===== config.mk =====
export PLATFORM = sky130hd
export DESIGN_NAME = vp_tlb
export DESIGN_NICKNAME = d
export VERILOG_FILES = /design/src/rtl/tlb_pkg.sv /design/src/rtl/tlb_tag_cmp.sv /design/src/rtl/tlb_hit_merge.sv /design/src/rtl/tlb_rights_chk.sv /design/src/rtl/vp_tlb.sv
export SDC_FILE = /design/constraint.sdc
export NUM_CORES = 1
export LEC_CHECK = 0
export ABC_AREA = 1
export BUFFER_PORTS_ARGS = -buffer_cell sky130_fd_sc_hd__buf_2
export CAP_MARGIN = 20
export CORE_MARGIN = 5
export CORE_UTILIZATION = 24
export DETAILED_ROUTE_END_ITERATION = 16
export GPL_TIMING_DRIVEN = 0
export PLACE_DENSITY = 0.48
export SLEW_MARGIN = 20
export SYNTH_ARGS = -nofsm -noshare
export SYNTH_HDL_FRONTEND = slang
export SYNTH_HIERARCHICAL = 1
export SYNTH_SLANG_ARGS = --single-unit

===== constraint.sdc =====
create_clock -name clk -period 9 [get_ports clk]
set_input_delay 0.45 -clock clk [delete_from_list [all_inputs] [get_ports clk]]
set_output_delay 0.45 -clock clk [all_outputs]
set_load 0.01 [all_outputs]

===== src/rtl/tlb_pkg.sv =====
package tlb_pkg;
    parameter int SIZE_W = 3;
    parameter int PRIV_W = 2;
    parameter int OFFS_W = 12;

    typedef enum logic [1:0] {
        ACC_READ     = 2'd0,
        ACC_WRITE    = 2'd1,
        ACC_EXEC     = 2'd2,
        ACC_EXEC_ALT = 2'd3
    } acc_e;

    typedef struct packed {
        logic [PRIV_W-1:0] rd;
        logic [PRIV_W-1:0] wr;
        logic [PRIV_W-1:0] ex;
    } rights_t;
endpackage


===== src/rtl/tlb_tag_cmp.sv =====
module tlb_tag_cmp
    import tlb_pkg::*;
#(
    parameter int VPN_W = 20
) (
    input  logic              ent_valid,
    input  logic [VPN_W-1:0]  ent_vpn,
    input  logic [SIZE_W-1:0] ent_size,
    input  logic [VPN_W-1:0]  req_vpn,
    output logic              match
);
    logic [VPN_W-1:0] keep;

    always_comb begin
        for (int i = 0; i < VPN_W; i++) begin
            keep[i] = (i >= 2 * int'(ent_size));
        end
        match = ent_valid && (((ent_vpn ^ req_vpn) & keep) == '0);
    end
endmodule


===== src/rtl/tlb_hit_merge.sv =====
module tlb_hit_merge
    import tlb_pkg::*;
#(
    parameter int N     = 8,
    parameter int PPN_W = 20
) (
    input  logic [N-1:0]             match,
    input  logic [N-1:0][PPN_W-1:0]  ent_ppn,
    input  logic [N-1:0][SIZE_W-1:0] ent_size,
    input  rights_t [N-1:0]          ent_rights,
    output logic                     any,
    output logic                     multi,
    output logic [PPN_W-1:0]         sel_ppn,
    output logic [SIZE_W-1:0]        sel_size,
    output rights_t                  sel_rights
);
    always_comb begin
        sel_ppn    = '0;
        sel_size   = '0;
        sel_rights = '0;
        for (int i = 0; i < N; i++) begin
            if (match[i]) begin
                sel_ppn    = sel_ppn | ent_ppn[i];
                sel_size   = sel_size | ent_size[i];
                sel_rights = sel_rights | ent_rights[i];
            end
        end
        any   = |match;
        multi = ($countones(match) > 1);
    end
endmodule


===== src/rtl/tlb_rights_chk.sv =====
module tlb_rights_chk
    import tlb_pkg::*;
(
    input  rights_t           rights,
    input  acc_e              kind,
    input  logic [PRIV_W-1:0] priv,
    output logic              allow
);
    logic [PRIV_W-1:0] need;

    always_comb begin
        unique case (kind)
            ACC_READ:  need = rights.rd;
            ACC_WRITE: need = rights.wr;
            default:   need = rights.ex;
        endcase
        allow = (priv <= need);
    end
endmodule


===== src/rtl/vp_tlb.sv =====
module vp_tlb
    import tlb_pkg::*;
#(
    parameter int ENTRIES = 8,
    parameter int VA_W    = 32,
    parameter int PA_W    = 32
) (
    input  logic              clk,
    input  logic              rst_n,
    input  logic              lk_valid,
    input  logic [VA_W-1:0]   lk_vaddr,
    input  logic [1:0]        lk_kind,
    input  logic [1:0]        lk_priv,
    input  logic              ins_valid,
    input  logic [VA_W-13:0]  ins_vpn,
    input  logic [PA_W-13:0]  ins_ppn,
    input  logic [2:0]        ins_size,
    input  logic [1:0]        ins_rd_lvl,
    input  logic [1:0]        ins_wr_lvl,
    input  logic [1:0]        ins_ex_lvl,
    input  logic              purge,
    output logic              rsp_valid,
    output logic              rsp_hit,
    output logic              rsp_miss,
    output logic              rsp_fault,
    output logic              rsp_multi,
    output logic [PA_W-1:0]   rsp_paddr
);
    localparam int VPN_W = VA_W - OFFS_W;
    localparam int PPN_W = PA_W - OFFS_W;
    localparam int IDX_W = (ENTRIES > 1) ? $clog2(ENTRIES) : 1;
    localparam logic [IDX_W-1:0] LAST = IDX_W'(ENTRIES - 1);

    typedef struct packed {
        logic              valid;
        logic [VPN_W-1:0]  vpn;
        logic [PPN_W-1:0]  ppn;
        logic [SIZE_W-1:0] size;
        rights_t           rights;
    } ent_t;

    typedef struct packed {
        ent_t [ENTRIES-1:0] tab;
        logic [IDX_W-1:0]   ptr;
        logic               rv;
        logic               hit;
        logic               miss;
        logic               fault;
        logic               multi;
        logic [PA_W-1:0]    pa;
    } state_t;

    state_t s_q, s_d;

    logic [VPN_W-1:0]                req_vpn;
    logic [ENTRIES-1:0]              match;
    logic [ENTRIES-1:0][PPN_W-1:0]   ent_ppn;
    logic [ENTRIES-1:0][SIZE_W-1:0]  ent_size;
    rights_t [ENTRIES-1:0]           ent_rights;
    logic                            any_hit, multi_hit, allow;
    logic [PPN_W-1:0]                sel_ppn, page_out;
    logic [SIZE_W-1:0]               sel_size;
    rights_t                         sel_rights;

    assign req_vpn = lk_vaddr[VA_W-1:OFFS_W];

    for (genvar g = 0; g < ENTRIES; g++) begin : g_ent
        tlb_tag_cmp #(.VPN_W(VPN_W)) i_cmp (
            .ent_valid (s_q.tab[g].valid),
            .ent_vpn   (s_q.tab[g].vpn),
            .ent_size  (s_q.tab[g].size),
            .req_vpn   (req_vpn),
            .match     (match[g])
        );
        assign ent_ppn[g]    = s_q.tab[g].ppn;
        assign ent_size[g]   = s_q.tab[g].size;
        assign ent_rights[g] = s_q.tab[g].rights;
    end

    tlb_hit_merge #(.N(ENTRIES), .PPN_W(PPN_W)) i_merge (
        .match      (match),
        .ent_ppn    (ent_ppn),
        .ent_size   (ent_size),
        .ent_rights (ent_rights),
        .any        (any_hit),
        .multi      (multi_hit),
        .sel_ppn    (sel_ppn),
        .sel_size   (sel_size),
        .sel_rights (sel_rights)
    );

    tlb_rights_chk i_rights (
        .rights (sel_rights),
        .kind   (acc_e'(lk_kind)),
        .priv   (lk_priv),
        .allow  (allow)
    );

    // Upper page bits from the entry, low bits pass through per page size
    always_comb begin
        for (int i = 0; i < PPN_W; i++) begin
            if (i >= 2 * int'(sel_size)) begin
                page_out[i] = sel_ppn[i];
            end else if (i < VPN_W) begin
                page_out[i] = req_vpn[i];
            end else begin
                page_out[i] = 1'b0;
            end
        end
    end

    always_comb begin
        s_d       = s_q;
        s_d.rv    = lk_valid;
        s_d.hit   = 1'b0;
        s_d.miss  = 1'b0;
        s_d.fault = 1'b0;
        s_d.multi = 1'b0;
        s_d.pa    = '0;
        if (lk_valid) begin
            if (multi_hit) begin
                s_d.multi = 1'b1;
            end else if (!any_hit) begin
                s_d.miss = 1'b1;
            end else if (allow) begin
                s_d.hit = 1'b1;
                s_d.pa  = {page_out, lk_vaddr[OFFS_W-1:0]};
            end else begin
                s_d.fault = 1'b1;
            end
        end
        if (purge) begin
            for (int e = 0; e < ENTRIES; e++) begin
                s_d.tab[e].valid = 1'b0;
            end
            s_d.ptr = '0;
        end else if (ins_valid) begin
            s_d.tab[s_q.ptr].valid     = 1'b1;
            s_d.tab[s_q.ptr].vpn       = ins_vpn;
            s_d.tab[s_q.ptr].ppn       = ins_ppn;
            s_d.tab[s_q.ptr].size      = ins_size;
            s_d.tab[s_q.ptr].rights.rd = ins_rd_lvl;
            s_d.tab[s_q.ptr].rights.wr = ins_wr_lvl;
            s_d.tab[s_q.ptr].rights.ex = ins_ex_lvl;
            s_d.ptr = (s_q.ptr == LAST) ? '0 : s_q.ptr + 1'b1;
        end
    end

    always_ff @(posedge clk or negedge rst_n) begin
        if (!rst_n) begin
            s_q <= '0;
        end else begin
            s_q <= s_d;
        end
    end

    assign rsp_valid = s_q.rv;
    assign rsp_hit   = s_q.hit;
    assign rsp_miss  = s_q.miss;
    assign rsp_fault = s_q.fault;
    assign rsp_multi = s_q.multi;
    assign rsp_paddr = s_q.pa;

    p_one_outcome_r2: assert property (@(posedge clk) disable iff (!rst_n)
        rsp_valid |-> ($countones({rsp_hit, rsp_miss, rsp_fault, rsp_multi}) == 1));
    p_latency_r2: assert property (@(posedge clk) disable iff (!rst_n)
        lk_valid |=> rsp_valid);
    p_idle_quiet_r2: assert property (@(posedge clk) disable iff (!rst_n)
        !lk_valid |=> !rsp_valid && !rsp_hit && !rsp_miss && !rsp_fault && !rsp_multi);
    p_offset_pass_r4: assert property (@(posedge clk) disable iff (!rst_n)
        lk_valid |=> (!rsp_hit || rsp_paddr[OFFS_W-1:0] == $past(lk_vaddr[OFFS_W-1:0])));
    p_no_addr_unless_hit_r10: assert property (@(posedge clk) disable iff (!rst_n)
        !rsp_hit |-> rsp_paddr == '0);
    p_purge_empties_r9: assert property (@(posedge clk) disable iff (!rst_n)
        purge ##1 lk_valid |=> rsp_miss);
    p_ptr_wrap_r8: assert property (@(posedge clk) disable iff (!rst_n)
        (ins_valid && !purge && s_q.ptr == LAST) |=> s_q.ptr == '0);
endmodule


==> results of run 1 <==
-- layer usage --
| layer | vias to the layer above | GRT usage |
|---|---|---|
| met2 | 655 | 0.295 |
| li1 | 10459 | - |
| met1 | 10441 | 0.248 |
| met4 | 6 | 0.0550 |
| met3 | 143 | 0.0275 |
| met5 | - | 0 |
-- timing repair --
action                                 in CTS  in global routing
endpoints found under the hold margin     126                  0
resized for setup                           0                  0
hold buffers                                1                  0
-- cell type report --
class / count / area [um^2]
Clock inverter: 22 / 258
Fill cell: 10655 / 69500
Buffer: 234 / 1250
Multi-Input combinational cell: 2403 / 10200
Tap cell: 1276 / 1600
Inverter: 271 / 1020
Timing Repair Buffer: 84 / 551
Sequential cell: 440 / 11000
Clock buffer: 67 / 1450
Antenna cell: 6 / 15.0
-- sequential cells by signal, indices dropped and copies added, names as in the netlist --
signal / flops
rsp_valid: 1
rsp_miss: 1
s_q: 171
ent_size: 24
ent_rights: 48
rsp_hit: 1
rsp_multi: 1
rsp_paddr: 32
rsp_fault: 1
ent_ppn: 160
-- worst max path at each step --
stage / end / depth (start not counted) / slack (ps)
CTS: rsp_paddr[20]$_DFF_PN0_ / 22 / 3580
global placement: s_q[435]$_DFFE_PN0P_ / 1 / -2460
detailed placement: rsp_paddr[20]$_DFF_PN0_ / 23 / 3410
finish: rsp_paddr[20]$_DFF_PN0_ / 22 / 3550
global route: rsp_paddr[16]$_DFF_PN0_ / 22 / 3330
floorplan: rsp_paddr[12]$_DFF_PN0_ / 22 / 5050
-- placed cells by master, fill, tap and decap left out, drive strengths merged --
master	netlist	final
clkbuf	93	160
dfrtp	440	440
dlygate4sd3	0	1
clkinv	0	12
nor2	220	220
o21bai	8	8
inv	271	273
o21ai	36	36
buf	141	224
bufinv	0	5
fa	4	4
xor2	48	48
diode	0	6
a21oi	15	15
nand2	1717	1717
nand3b	5	5
clkinvlp	0	3
or2	1	1
nand4	100	100
nand3	240	240
ha	9	9
-- kinds of logic (layout without fill, tap and decap cells) --
family	Yosys count	count (layout)	share of synthesized area
and+or+nand+nor	2283	2283	0.393
xor gates and xnor gates	48	48	0.0179
DFF	440	440	0.470
buffers and inverters	505	678	0.0968
other	0	6	0
AOI/OAI and AO/OA	59	59	0.0147
adders and majority gates	13	13	0.00822
-- power breakdown --
| group | switching (mW) | leakage (nW) | internal [mW] |
|---|---|---|---|
| Combinational | 0.501 | 8.79 | 0.256 |
| Sequential | 0.220 | 5.87 | 2.25 |
| Clock | 0.898 | 0.839 | 1.27 |
| Total | 1.62 | 15.5 | 3.78 |
-- through the flow --
stage,instance area (um^2),cells,setup TNS [ps]
6_report,27300,4803,0
5_1_grt,27300,4798,0
4_1_cts,27300,4797,0
3_5_place_dp,25600,4707,0
3_3_place_gp,25400,4701,-1051450
2_1_floorplan,23400,3348,0
==> results.md, run 1 <==
- Core Util, Final: 0.282
- DR WL met2: about 44,000 um
- Top-area cell type share of the netlist area: 0.470
- Largest net degree at the start of global routing: 91
- Total CTS buffers: 52
- Die Y: between 300 and 400 um
- Yosys reg bits: 440
- Place WS: between 3000 and 4000 ps
- Mean post-synth cell area: about 7.0 um^2
- Register area share after synthesis: 0.470
- Root buffer cell: clkbuf_16
- Vias after detailed routing: roughly 22k
- Count leader, synth: nand2_1
- Async SR Flop Fraction: 1.00
- Arrival @ worst endpoint: between 5000 and 6000 ps
- Peak supply drop: roughly 0.00013 V
- Routability Congestion: approximately 0.86
- Worst Setup SP: ent_size[16]$_DFFE_PN0P_
- Crit end category: flip-flop
- Critical path startpoint category: flip-flop
- Die footprint: between 100,000 and 150,000 um^2
- Final hold slack: roughly 33 ps
- Total gr overflow: 0
- Die width: 323 um
- Worst path bufs/invs: 5
- Ys flop type: dfrtp_1
- RR Startpoint: ent_size[16]$_DFFE_PN0P_
- Slowest-stage cell, CP: dfrtp_1
- Ports: approximately 130
- Layout cells sized above 1: 0.107
- Nets: 3,589
- Final ANT Viol Nets: 0
- DR WL/cell: around 20 um
- H-tree levels: 2
- Max Slew Vio Count: 0
- Dominant cells by area after synthesis: dfrtp_1 (47%), nand2_1 (27%), nand3_1 (5.1%), inv_1 (4.2%), nor2_1 (3.3%)
- Final Hold Fails: 0
- Initial antenna violation count: 12
- Hold Crit Start: lk_valid
- Worst clock skew: 14.6 ps
- Starting DRT DRC Count: 2,236
- Number of global-route vias before repair: approximately 21k
- Critical Path RT: 9510 ps
- Most used cell, CP: nor2_1
- Worst-Margin Slew: around 1100 ps
- Total track usage: 0.180
- Final min period: about 5400 ps
- Final Total Pwr: between 5 and 6 mW
- Max-slew headroom: 0.296
- Worst skew pair latency: about 610 ps
- Post-synth net total: approximately 3.5k
- Worst stage delay on the critical path: a little under 700 ps
- HP Class: in2reg
- Number of library cell types mapped by synthesis: 25
- Area of the core: roughly 97,000 um^2
- Residual DRC count: 0
- RR Endpoint: rsp_paddr[20]$_DFF_PN0_
- Crit share post-route: 0.605
- Buffers on Ports: 77
- Hold path endpoint: rsp_valid$_DFF_PN0_
- Clk slew on worst S/H paths: 60 ps
- CTS tree: done
- Worst setup path category: reg2reg
- Cell row count: 114
- Post-synthesis cell count: about 3.3k
- Metal-1 WL: about 42,000 um
- Synth warn: 6
- Top cells by count, synth: nand2_1 (1,709), dfrtp_1 (440), inv_1 (260), nand3_1 (240), nor2_1 (205)
- Metal3 WL: 6380 um
- Top delay family on crit path: simple AND/OR/NAND/NOR gates
- Leak Pwr: 15.5 nW
- Crit-path max FO: 10
- Clock sinks: 440
- Reg2Reg Setup Slack: between 3000 and 4000 ps
- Worst path cell trace: inv_1, nand2_2, nor2_1, nand2_1, nand2_1, nor2_1, nand3_1, nor2_1, buf_6, inv_1, fa_1, fa_1, fa_1, inv_1, fa_1, nor2_1, nand2_1, inv_1, nand3_1, nor2_1, nand2_1, nor2_1
- Power density over the cells: around 200 nW/um^2
- PnR worst setup slack: ~3600 ps
- First-pass detailed-route iteration total: 6
- First-pass GRT wire length: roughly 140,000 um
- Post-synth EDFFs: 0
- Post-CTS Setup Inserts: 0
- RSZ-0062 raised after global routing: false
- Initial Util: 0.242
- Peak Freq: ~180 MHz
- Max Cap Violations: 0
- Reg2Reg Depth: 22
- Final setup viols: 0
- Clk buf depth: 3
- Final WL: between 90,000 and 100,000 um
- Netlist Area Pre-Place: 23,400 um^2
- Post-DP HPWL: about 66,000 um
- Synth-to-layout area growth: 16.5%
- Cell taking the most area after synthesis: dfrtp_1
- Worst hold path cell count: 1
- Highest routed metal layer: met5
- Vias/cell: roughly 4.5
- Status: finished, final reports clean
(Power assumes the default switching activity.)
==> run 2: changes to the inputs <==
==> constraint.sdc (replaced) <==
create_clock -name clk -period 5.55 [get_ports clk]
set_input_delay 0.2775 -clock clk [delete_from_list [all_inputs] [get_ports clk]]
set_output_delay 0.2775 -clock clk [all_outputs]
set_load 0.01 [all_outputs]
==> run 2 against run 1 <==
Against the previous run:
- sequential power increased by 62%
- final cell count is 0.44% higher
- maximum frequency rose by 3.6%
- total power increased by 62%
- highest routed layer unchanged
- sequential share of layout area shrank 0.31 points
- register-to-register slack worse by 3300 ps
- clock skew hardly changed
- utilization grew 0.22 points
- critical path type unchanged
==> results.md, run 2 (synthesis results as in run 1) <==
- CTS tree: done
- Total CTS buffers: 52 (unchanged)
- Total gr overflow: 0 (unchanged)
- Worst hold path cell count: 3 (+2)
- Ports: 127 (unchanged)
- Buffers on Ports: 77 (unchanged)
- FF/Latch Area: 11,000 um^2 (unchanged)
- Synth-to-layout area growth: 17.4%
- Clk slew on worst S/H paths: 60 ps (about the same)
- Reg2Reg Setup Slack: 290 ps (-3260 ps)
- RR Startpoint: ent_size[10]$_DFFE_PN0P_
- Most frequent cells in the layout: nand2_1 (1,709), dfrtp_1 (440), inv_1 (260), nand3_1 (240), nor2_1 (204)
- Power density over the cells: 319 nW/um^2 (+61%)
- Peak supply drop: 0.000215 V (+64%)
- Residual DRC count: 0 (unchanged)
- Leak Pwr: 15.6 nW (+0.57%)
- Peak Freq: 190 MHz (+3.6%)
- Max-slew headroom: 0.321 (+0.0243)
- Int Pwr: 6.14 mW (+62%)
- Area of the core: 96,900 um^2 (unchanged)
- Post-CTS Setup Inserts: 0 (unchanged)
- Switching part of the total: 0.300 (about the same)
- RSZ-0062 raised after global routing: false
- Top delay family on crit path: simple AND/OR/NAND/NOR gates
- Worst stage delay on the critical path: 640 ps (-40 ps)
- Final Hold Fails: 0 (unchanged)
- Worst clock skew: 14.7 ps (+0.111 ps)
- Layout cells sized above 1: 0.106 (-0.000351)
- Slowest-stage cell, CP: dfrtp_1
- Max Slew Vio Count: 0 (unchanged)
- H-tree levels: 2 (unchanged)
- Worst path bufs/invs: 6 (+1)
- Die footprint: 104,000 um^2 (unchanged)
- RR Endpoint: rsp_paddr[20]$_DFF_PN0_
- Crit-path max FO: 10 (unchanged)
- Most used cell, CP: nor2_1
- DR WL/cell: 19.9 um (-0.21%)
- Die width: 323 um (unchanged)
- Starting DRT DRC Count: 2,202 (-1.5%)
- Vias after detailed routing: 21.8k (+0.58%)
- Cell row count: 114 (unchanged)
- Hold Crit Start: ins_ppn[14]
- Post-DP HPWL: 66,200 um (unchanged)
- Flop pwr share: 0.457 (about the same)
- Switching Power: 2.63 mW (+62%)
- Final Total Pwr: 8.77 mW (+62%)
- Initial antenna violation count: 12 (unchanged)
- Root buffer cell: clkbuf_16
- Final setup viols: 0 (unchanged)
- Footprint of the multi-input gates: 10,200 um^2 (about the same)
- Top reg by flops: s_q
- Number of global-route vias before repair: 20.6k (+0.37%)
- Crit end category: flip-flop
- Arrival @ worst endpoint: 5770 ps (-180 ps)
- Die Y: 323 um (unchanged)
- Vias/cell: 4.53 (+0.14%)
- Max Cap Violations: 0 (unchanged)
- Largest net degree at the start of global routing: 91 (unchanged)
- Worst-Margin Slew: 1020 ps (-36.4 ps)
- Worst path cell trace: inv_1, nand2_2, nor2_1, nand2_1, nand2_1, nor2_1, nand3_1, nor2_1, buf_2, inv_1, ha_1, inv_1, fa_1, fa_1, inv_1, fa_1, nor2_1, nand2_1, inv_1, nand3_1, nor2_1, nand2_1, nor2_1
- Final min period: 5260 ps (-188 ps)
- Worst skew pair latency: 620 ps (about the same)
- Core Util, Final: 0.284 (+0.00220)
- Clock sinks: 440 (unchanged)
- Status: finished, final reports clean
- Total track usage: 0.181 (+0.000253)
- Filler cell count in the final layout: 10.6k (-0.12%)
- Hold path endpoint: ent_ppn[74]$_DFFE_PN0P_
- Worst Setup SP: ent_size[10]$_DFFE_PN0P_
- Critical Path RT: 6060 ps (-3450 ps)
- Final WL: 95,900 um (+0.22%)
- Nets: 3,610 (+0.59%)
- Critical path startpoint category: flip-flop
- Max FFs per register: 171 (unchanged)
- Final hold slack: 15.8 ps (-17.4 ps)
- Reg2Reg Depth: 23 (+4.5%)
- Final ANT Viol Nets: 0 (unchanged)
- Clk buf depth: 3 (unchanged)
- Routability Congestion: 0.864 (unchanged)
- Worst setup path category: reg2reg
- First-pass detailed-route iteration total: 5 (-1)
- Crit share post-route: 0.947 (+0.342)
- Clock power frac: 0.401 (about the same)
- HP Class: in2reg
- Initial Util: 0.242 (unchanged)
- Commonest non-fill, non-tap cell in the layout: nand2_1
- Comb pwr share: 0.142 (+0.002)
- First-pass GRT wire length: 140,000 um (+0.20%)
- Setup TNS: 0 ps (unchanged)
-- run 2: cell count changes in the layout (fill, tap and decap cells not counted) --
cell / previous run / this run
dlygate4sd3_1: 1 / 22
nor2_2: 14 / 15
nor2_1: 205 / 204
-- run 2: through the flow --
stage	cell area [um^2]	worst slack [ps]	cells
finish	27500	292	4824
global placement	25400	-5730	4701
detailed placement	25600	132	4707
global route	27500	36.4	4819
CTS	27500	134	4818
floorplan	23400	1640	3348
-- run 2: power by group through the flow --
stage          registers, mW  logic, mW  clock network (mW)
6_report                4.01       1.24                3.52
3_3_place_gp            4.04       1.20                   0
3_5_place_dp            4.05       1.23                   0
2_1_floorplan           3.94      0.826                   0
4_1_cts                 4.00       1.25                3.59
5_1_grt                 4.06       1.44                3.70
-- run 2: how the worst max path moves through the flow --
| stage | endpoint | slack, ps | cells after the start |
|---|---|---|---|
| final | rsp_paddr[20]$_DFF_PN0_ | 290 | 23 |
| after CTS | rsp_paddr[20]$_DFF_PN0_ | 130 | 22 |
| after global placement | s_q[435]$_DFFE_PN0P_ | -5730 | 1 |
| after floorplan | rsp_paddr[12]$_DFF_PN0_ | 1640 | 20 |
| after global routing | rsp_paddr[16]$_DFF_PN0_ | 40 | 23 |
| after detailed placement | rsp_paddr[20]$_DFF_PN0_ | 130 | 23 |
-- run 2: worst register-to-register path, stage by stage, from the launching register on --
cell and delay (ps):
dfrtp_1 640, inv_1 130, nand2_2 90, nor2_1 50, nand2_1 80, nand2_1 50, nor2_1 220, nand3_1 110
nor2_1 300, buf_2 510, inv_1 100, ha_1 290, inv_1 50, fa_1 440, fa_1 360, inv_1 100
fa_1 410, nor2_1 110, nand2_1 80, inv_1 90, nand3_1 90, nor2_1 530, nand2_1 110, nor2_1 210
-- run 2: final cells by class --
class,count,share of cell area
inverters,271,0.0370
clock inverters,22,0.00936
clock buffers,67,0.0526
repair buffers,105,0.0276
flip-flops and latches,440,0.400
well taps,1276,0.0580
multi-input cells,2403,0.369
diodes,6,0.000546
plain buffers,234,0.0455
-- run 2: layer usage --
layer  vias to the layer above  wire length, um  global-route usage
met1                     10501            42200               0.248
met4                         6             3080              0.0562
met3                       147             6480              0.0270
met2                       682            44000               0.295
li1                      10494                -                   -
met5                         -               36                   0
-- run 2: timing repair --
item	CTS	global route
endpoints found under the setup margin	0	11
gates resized for setup	0	1
hold endpoints to repair	209	0
hold buffers	22	0
==> run 3: changes to the inputs <==
--- a/config.mk
+++ b/config.mk
@@ -12,6 +12,7 @@
 export CORE_UTILIZATION = 24
 export DETAILED_ROUTE_END_ITERATION = 16
 export GPL_TIMING_DRIVEN = 0
+export HOLD_SLACK_MARGIN = 0.02
 export PLACE_DENSITY = 0.48
 export SLEW_MARGIN = 20
 export SYNTH_ARGS = -nofsm -noshare
==> run 3 against run 2 <==
Against the previous run:
- first-iteration DRC count fell by 3.0%
- flip-flop and latch count stayed put
- maximum frequency is 0.98% lower
- count of clock-buffer cells in the layout stayed put
- critical endpoint is now rsp_paddr[21]$_DFF_PN0_
==> results.md, run 3 (synthesis results as in run 1) <==
- Worst hold path cell count: 3 (unchanged)
- Buffers on Ports: 77 (unchanged)
- Arrival @ worst endpoint: 5820 ps (+50 ps)
- Max FFs per register: 171 (unchanged)
- Cell row count: 114 (unchanged)
- Int Pwr: 6.14 mW (about the same)
- DR WL/cell: 19.8 um (-0.32%)
- Final Hold Fails: 0 (unchanged)
- Total CTS buffers: 52 (unchanged)
- Worst setup path category: reg2reg
- RR Endpoint: rsp_paddr[21]$_DFF_PN0_
- Final WL: 95,700 um (-0.16%)
- Commonest non-fill, non-tap cell in the layout: nand2_1
- Residual DRC count: 0 (unchanged)
- Power density over the cells: 318 nW/um^2 (-0.18%)
- Reg2Reg Depth: 23 (unchanged)
- Final Non-Filler Cells: 4,832 (+0.17%)
- Total track usage: 0.181 (about the same)
- Place WS: 132 ps (unchanged)
- Post-DP HPWL: 66,200 um (unchanged)
- Peak Freq: 188 MHz (-0.98%)
- Flop pwr share: 0.457 (about the same)
- Vias/cell: 4.53 (about the same)
- Worst Setup SP: ent_size[10]$_DFFE_PN0P_
- CTS tree: done
- First-pass GRT wire length: 140,000 um (about the same)
- Final setup viols: 0 (unchanged)
- Initial antenna violation count: 11 (-1)
- Root buffer cell: clkbuf_16
- Ports: 127 (unchanged)
- Synth-to-layout area growth: 17.8%
- RR Startpoint: ent_size[10]$_DFFE_PN0P_
- PnR worst setup slack: 240 ps (-51.8 ps)
- Number of global-route vias before repair: 20.6k (+0.13%)
- RSZ-0062 raised after global routing: false
- Worst skew pair latency: 610 ps (about the same)
- Vias after detailed routing: 21.9k (+0.19%)
- Switching Power: 2.64 mW (+0.28%)
- Initial Util: 0.242 (unchanged)
- Area of the core: 96,900 um^2 (unchanged)
- Die footprint: 104,000 um^2 (unchanged)
- Total gr overflow: 0 (unchanged)
- Final min period: 5310 ps (+51.8 ps)
- Die Y: 323 um (unchanged)
- HP Class: in2reg
- First-pass detailed-route iteration total: 5 (unchanged)
- Starting DRT DRC Count: 2,135 (-3.0%)
- Leak Pwr: 15.6 nW (+0.24%)
- Routability Congestion: 0.864 (unchanged)
- Layout cells sized above 1: 0.106 (-0.000270)
- Worst clock skew: 15.6 ps (+0.885 ps)
- Most used cell, CP: nor2_1
- Setup TNS: 0 ps (unchanged)
- Clock sinks: 440 (unchanged)
- Worst path cell trace: inv_1, nand2_2, nor2_1, nand2_1, nand2_1, nor2_1, nand3_1, nor2_1, buf_2, inv_1, ha_1, inv_1, fa_1, fa_1, inv_1, fa_1, nor2_1, nand2_1, inv_1, nand3_1, nor2_1, nand2_1, nor2_1
- Crit share post-route: 0.957 (+0.00933)
- Die width: 323 um (unchanged)
- H-tree levels: 2 (unchanged)
- Final ANT Viol Nets: 0 (unchanged)
- Top reg by flops: s_q
- Switching part of the total: 0.300 (+0.000430)
- Reg2Reg Setup Slack: 240 ps (-50 ps)
- Crit-path max FO: 10 (unchanged)
- Nets: 3,619 (+0.25%)
- Hold Crit Start: ins_vpn[12]
- Clk slew on worst S/H paths: 70 ps (about the same)
- Critical path startpoint category: flip-flop
- Clk buf depth: 3 (unchanged)
- Crit end category: flip-flop
- Critical Path RT: 6060 ps (about the same)
- Peak supply drop: 0.000214 V (-0.65%)
- Largest net degree at the start of global routing: 91 (unchanged)
- Most frequent cells in the layout: nand2_1 (1,709), dfrtp_1 (440), inv_1 (260), nand3_1 (240), nor2_1 (204)
- Final hold slack: 34.5 ps (+18.7 ps)
- Status: finished, final reports clean
- Worst stage delay on the critical path: 650 ps (about the same)
- Comb pwr share: 0.142 (about the same)
- Post-CTS Setup Inserts: 0 (unchanged)
- Worst-Margin Slew: 984 ps (-34.9 ps)
- Max Slew Vio Count: 0 (unchanged)
- Max Cap Violations: 0 (unchanged)
- Hold path endpoint: s_q[431]$_DFFE_PN0P_
- Clock power frac: 0.402 (about the same)
- Slowest-stage cell, CP: dfrtp_1
- Max-slew headroom: 0.344 (+0.0233)
- Placed Instances: 4,707 (unchanged)
==> run 3: cell count changes in the layout (fill, tap and decap cells not counted), sizes merged <==
cell,previous run,this run
dlygate4sd3,22,31
diode,6,5
==> run 3: layout make-up <==
type                            count  area [um^2]
Timing Repair Buffer              114          851
Antenna cell                        5         12.5
Multi-Input combinational cell   2403        10200
Clock inverter                     22          258
Inverter                          271         1020
Fill cell                       10640        69200
Tap cell                         1276         1600
Buffer                            234         1250
Clock buffer                       67         1450
Sequential cell                   440        11000
==> run 3: power groups by stage <==
stage          Clock [mW]  Sequential (mW)  Combinational, mW
2_1_floorplan           0             3.94              0.826
3_3_place_gp            0             4.04               1.20
3_5_place_dp            0             4.05               1.23
4_1_cts              3.59             4.00               1.25
5_1_grt              3.70             4.06               1.44
6_report             3.53             4.01               1.25
==> run 3: worst max-delay path by stage <==
| stage | endpoint | slack, ps | cells after the start |
|---|---|---|---|
| floorplan | rsp_paddr[12]$_DFF_PN0_ | 1640 | 20 |
| global placement | s_q[435]$_DFFE_PN0P_ | -5730 | 1 |
| detailed placement | rsp_paddr[20]$_DFF_PN0_ | 130 | 23 |
| CTS | rsp_paddr[20]$_DFF_PN0_ | 130 | 22 |
| global route | rsp_paddr[16]$_DFF_PN0_ | 40 | 23 |
| finish | rsp_paddr[21]$_DFF_PN0_ | 240 | 23 |
==> run 3: stage by stage <==
| stage | util | total power, mW | instance area [um^2] |
|---|---|---|---|
| after floorplan | - | 4.76 | 23400 |
| after global placement | 0.263 | 5.24 | 25400 |
| after detailed placement | 0.264 | 5.28 | 25600 |
| after CTS | 0.285 | 8.84 | 27600 |
| after global routing | 0.285 | 9.20 | 27600 |
| final | 0.285 | 8.78 | 27600 |
==> run 3: layer usage <==
layer	routed length (um)	global-route usage
met3	6090	0.0256
met5	36	0
met2	44200	0.295
met4	3070	0.0562
met1	42300	0.249
==> run 3: critical path, delay by kind of cell, from the launching register on <==
family | cells | cell delay (ps)
and+or+nand+nor | 13 | 2050
adders and majority gates | 4 | 1500
buffers and inverters | 6 | 970
DFF | 1 | 650
==> run 3: repair_timing <==
item / CTS / global route
resized for setup: 0 / 1
hold buffers: 31 / 0
endpoints found under the hold margin: 255 / 0
endpoints found under the setup margin: 0 / 11
